### config.mk
export PLATFORM = sky130hd
export DESIGN_NAME = thermal_event_unit
export DESIGN_NICKNAME = d
export VERILOG_FILES = /design/src/rtl/thermal_event_unit.sv
export SDC_FILE = /design/constraint.sdc
export NUM_CORES = 1
export LEC_CHECK = 0
export BUFFER_PORTS_ARGS = -buffer_cell sky130_fd_sc_hd__buf_4
export CORE_ASPECT_RATIO = 2
export CORE_MARGIN = 1
export CORE_UTILIZATION = 56
export DETAILED_ROUTE_END_ITERATION = 10
export PLACE_DENSITY = 0.8
export SKIP_CTS_REPAIR_TIMING = 1
export SLEW_MARGIN = 20
export SYNTH_ARGS = -nofsm -noshare
export SYNTH_HDL_FRONTEND = slang
export SYNTH_SLANG_ARGS = --single-unit
### constraint.sdc
create_clock -name clk -period 2 [get_ports clk]
set_input_delay 0.1 -clock clk [delete_from_list [all_inputs] [get_ports clk]]
set_output_delay 0.1 -clock clk [all_outputs]
set_load 0.005 [all_outputs]
### src/rtl/thermal_event_unit.sv
module thermal_event_unit #(
  parameter int TW = 13
) (
  input  logic          clk,
  input  logic          rst_n,
  input  logic          samp_vld,
  input  logic [TW-1:0] samp_temp,
  input  logic [2:0]    reg_addr,
  input  logic [15:0]   reg_wdata,
  input  logic          reg_we,
  output logic [15:0]   reg_rdata,
  input  logic          shutdown,
  output logic          event_o
);
  localparam int LW = TW - 2;
  localparam logic [2:0] A_CFG = 3'd0, A_HI = 3'd1, A_LO = 3'd2, A_CR = 3'd3, A_TMP = 3'd4;

  logic [2:0]    cfg_q;
  logic [LW-1:0] lim_hi_q, lim_lo_q, lim_cr_q;
  logic [TW-1:0] temp_q;
  logic          evt_q, cond_d_q;

  wire signed [LW-1:0] t_c = $signed(temp_q[TW-1:2]);
  wire trip_cr = t_c > $signed(lim_cr_q);
  wire trip_hi = t_c > $signed(lim_hi_q);
  wire trip_lo = t_c < $signed(lim_lo_q);
  wire cond    = trip_cr | trip_hi | trip_lo;
  wire clr_wr  = reg_we && reg_addr == A_CFG && reg_wdata[3];

  always_ff @(posedge clk) begin
    if (!rst_n) begin
      cfg_q    <= '0;
      lim_hi_q <= '0;
      lim_lo_q <= '0;
      lim_cr_q <= '0;
      temp_q   <= '0;
    end else begin
      if (samp_vld && !shutdown) temp_q <= samp_temp;
      if (reg_we) begin
        case (reg_addr)
          A_CFG:   cfg_q    <= reg_wdata[2:0];
          A_HI:    lim_hi_q <= reg_wdata[TW-1:2];
          A_LO:    lim_lo_q <= reg_wdata[TW-1:2];
          A_CR:    lim_cr_q <= reg_wdata[TW-1:2];
          default: ;
        endcase
      end
    end
  end

  always_ff @(posedge clk) begin
    if (!rst_n) begin
      evt_q    <= 1'b0;
      cond_d_q <= 1'b0;
    end else begin
      cond_d_q <= cond;
      if (!cfg_q[1])
        evt_q <= shutdown ? (evt_q & cond) : cond;
      else if (clr_wr)
        evt_q <= 1'b0;
      else if (cond && !cond_d_q && cfg_q[0] && !shutdown)
        evt_q <= 1'b1;
    end
  end

  always_comb begin
    case (reg_addr)
      A_CFG:   reg_rdata = {13'd0, cfg_q};
      A_HI:    reg_rdata = {{(16-TW){1'b0}}, lim_hi_q, 2'b00};
      A_LO:    reg_rdata = {{(16-TW){1'b0}}, lim_lo_q, 2'b00};
      A_CR:    reg_rdata = {{(16-TW){1'b0}}, lim_cr_q, 2'b00};
      A_TMP:   reg_rdata = {trip_cr, trip_hi, trip_lo, temp_q};
      default: reg_rdata = 16'd0;
    endcase
  end

  assign event_o = (cfg_q[0] && evt_q) ? cfg_q[2] : ~cfg_q[2];

  a_r9_temp_hold: assert property (@(posedge clk) disable iff (!rst_n)
    shutdown |=> $stable(temp_q));
  a_r9_no_raise: assert property (@(posedge clk) disable iff (!rst_n)
    (shutdown && !evt_q) |=> !evt_q);
  a_r5_follow: assert property (@(posedge clk) disable iff (!rst_n)
    (!cfg_q[1] && !shutdown) |=> (evt_q == $past(cond)));
  a_r6_latch: assert property (@(posedge clk) disable iff (!rst_n)
    (cfg_q[1] && evt_q && !clr_wr) |=> evt_q);
  a_r6_clear: assert property (@(posedge clk) disable iff (!rst_n)
    (cfg_q[1] && clr_wr) |=> !evt_q);
endmodule

==> impl_metrics.py <==
metrics = {
    "status": {
        "status": "finished with violations",
        "violations": "negative setup slack",
    },
    "yosys": {
        "synth_fp_nets": 468,
        "synth_ff_type": "dfxtp_1",
        "synthArstFlopShare_pct": 0,
        "synth-seq-cells": 51,
        "synth-edff-count": 0,
        "syn-instance-count": 399,
        "syn_area_um2": 3170,
        "ys_types": 40,
        "synth.avg_cell_area_um2": 7.95,
        "yosysWarnings": 0,
        "ys_seq_area_share_pct": 32.2,
    },
    "timing": {
        "finalClockSkew_ns": 0.0106,
        "worstMarginPinSlew_ns": 0.547,
        "rsz0062_at_grt": "true",
        "tns_ns": -0.127,
        "max_freq_mhz": 481,
        "slew_headroom_pct": 63.4,
        "setup_slack_ns": -0.0785,
        "final_max_slew_viol_count": 0,
        "fin_crit_ns": 2.08,
        "whs_ns": 0.0316,
        "fin_crit_sh_pct": 104,
        "setup_viol": 3,
        "hold_viol": 0,
    },
    "route": {
        "routed_wl_mm": 8.63,
        "drc": 0,
        "drt_first_pass_iters": 5,
        "drtIter0Drc": 108,
        "viasPerCell": 5.96,
        "wl_per_cell_um": 16.9,
        "ant_nets": 0,
        "vias": 3042,
    },
    "critical_path": {
        "cp-end-kind": "primary output",
        "critPathArrivalTime_ns": 1.98,
        "required_ns": 1.90,
        "start_kind": "register",
        "slowest_stage": "a2111o_1",
        "worst_path_largest_cell_delay_ns": 0.39,
        "path_class": "register to primary output",
        "crit_path_max_fanout": 3,
        "crit_chain": "inv_2 -> ha_4 -> a21o_1 -> a2111o_1 -> a31oi_1 -> a221oi_2 -> nor2_1 -> buf_4",
    },
    "finish": {
        "drive_gt1_share_pct": 25.8,
        "layout.cells.most_common": "nand2_1",
        "num_antenna_cells": 0,
        "seq_area_um2": 1060,
        "nNetsFinal": 518,
        "fill_cells": 456,
        "instances_no_fill": 510,
        "area_delta_synth_final_pct": 22.1,
        "fin_util_pct": 71.5,
        "layout_common_cells": "103 x nand2_1, 63 x buf_4, 35 x a21boi_1, 32 x inv_1, 26 x ha_1",
        "multiInputGateArea_um2": 2040,
        "final_area_um2": 3870,
    },
    "floorplanning": {
        "core_area_um2": 5420,
        "num_io_pins": 54,
        "die_w_um": 55.2,
        "fp-row-count": 38,
        "initial_utilization_pct": 58.5,
        "die_area_um2": 5990,
        "die_h_um": 108,
    },
    "grt": {
        "grt_max_degree": 52,
        "met3_usage_pct": 3.59,
        "globalRouteTotalUtil_pct": 29.2,
        "grt_busiest_layer": "met2",
        "grt_first_pass_wirelength_mm": 13.5,
        "use_met1_pct": 27.0,
        "grt_util_met2_pct": 53.1,
        "antenna_found_initial": 0,
        "grt_pass1_vias": 3087,
        "grt_overflow_total": 0,
    },
    "cts": {
        "clock_latency_ns": 0.31,
        "cts.sinks": 51,
        "cts-buffers-inserted": 5,
        "htreeDepth": 2,
        "cts-root-buf": "clkbuf_8",
        "cts_tree": "yes",
        "cts_max_path_buffers": 2,
        "path_clk_slew_ns": 0.09,
    },
    "place": {
        "post-place-ws_ns": 0.0730,
        "io_buffers": 50,
        "place_area_um2": 3620,
        "place_inst": 500,
        "hpwl_mm": 6.52,
        "finalWeightedCongestion": 0.897,
    },
    "power": {
        "irDropWorstVdd_uv": 637,
        "total_power_mw": 2.15,
        "leakagePower_nw": 1.53,
        "power-per-cell-area_nw_per_um2": 556,
    },
    "run": {
        "cap_violations": 0,
    },
    "worst_hold_path": {
        "hold_path.class": "input port to register",
    },
}
-- flip-flops by register name (all words and copies together), names as in the netlist --
name and flops:
lim_cr_q 11, lim_lo_q 11, cond_d_q 1, cfg_q 3
temp_q 13, evt_q 1, lim_hi_q 11
-- power by group --
part / internal (mW) / switching, mW
combinational: 0.235 / 0.240
sequential: 1.05 / 0.0386
clock: 0.245 / 0.343
-- Yosys cell counts (all sizes together) (2+ instances only) --
library cell | instances | share of area (%)
a21boi | 48 | 11
a21oi | 10 | 1.6
a221o | 2 | 0.63
a22oi | 12 | 2.8
a31oi | 2 | 0.39
and4 | 2 | 0.55
buf | 9 | 1.4
clkbuf | 12 | 1.4
dfxtp | 51 | 32
ha | 32 | 13
inv | 33 | 3.9
mux2i | 15 | 4.7
nand2 | 103 | 12
nand2b | 5 | 0.99
nand3 | 3 | 0.47
nand3b | 2 | 0.47
nand4 | 4 | 0.79
nor2 | 9 | 1.1
nor2b | 9 | 1.8
nor3 | 4 | 0.63
o211ai | 3 | 0.71
o21ai | 4 | 0.63
o22ai | 11 | 2.2
-- logic make-up (layout without fill, tap and decap cells) --
logic type,count (synthesis),in the layout,share of synthesized area (%)
simple gates,145,145,20.4
xor+xnor,1,1,0.276
flops,51,51,32.2
compound gates,99,99,22.6
mux,16,16,5.09
fa+ha+maj,32,32,12.6
buf+inv,55,106,6.86
-- worst paths after layout --
| path | from | end | slack [ns] | cells after the start |
|---|---|---|---|---|
| worst max-delay path | lim_lo_q[8] | reg_rdata[13] | -0.08 | 8 |
| worst min register to register | lim_lo_q[5] | lim_lo_q[5] | 0.47 | 2 |
| worst max register to register | lim_cr_q[7] | cond_d_q | 0.09 | 8 |
| worst min-delay path | reg_wdata[10] | lim_hi_q[8] | 0.03 | 3 |
-- critical path, delay by kind of cell, from the launching register on --
family / cells / cell delay [ns]
AOI/OAI and AO/OA: 4 / 0.84
DFF: 1 / 0.35
adders and majority gates: 1 / 0.21
buffers and inverters: 2 / 0.16
and+or+nand+nor: 1 / 0.11
-- layout make-up --
class | instances | share of cell area (%)
multi-input cells | 293 | 52.6
flip-flops and latches | 51 | 27.3
repair buffers | 64 | 12.5
inverters | 34 | 3.39
well taps | 60 | 1.94
clock buffers | 6 | 1.87
clock inverters | 2 | 0.323
-- metal layers --
layer	wire length, µm	vias to the layer above
met1	3050	1408
li1	-	1467
met2	4450	115
met3	316	52
met4	816	0
met5	0	-
No activity file was read; power rests on OpenSTA's default activity.
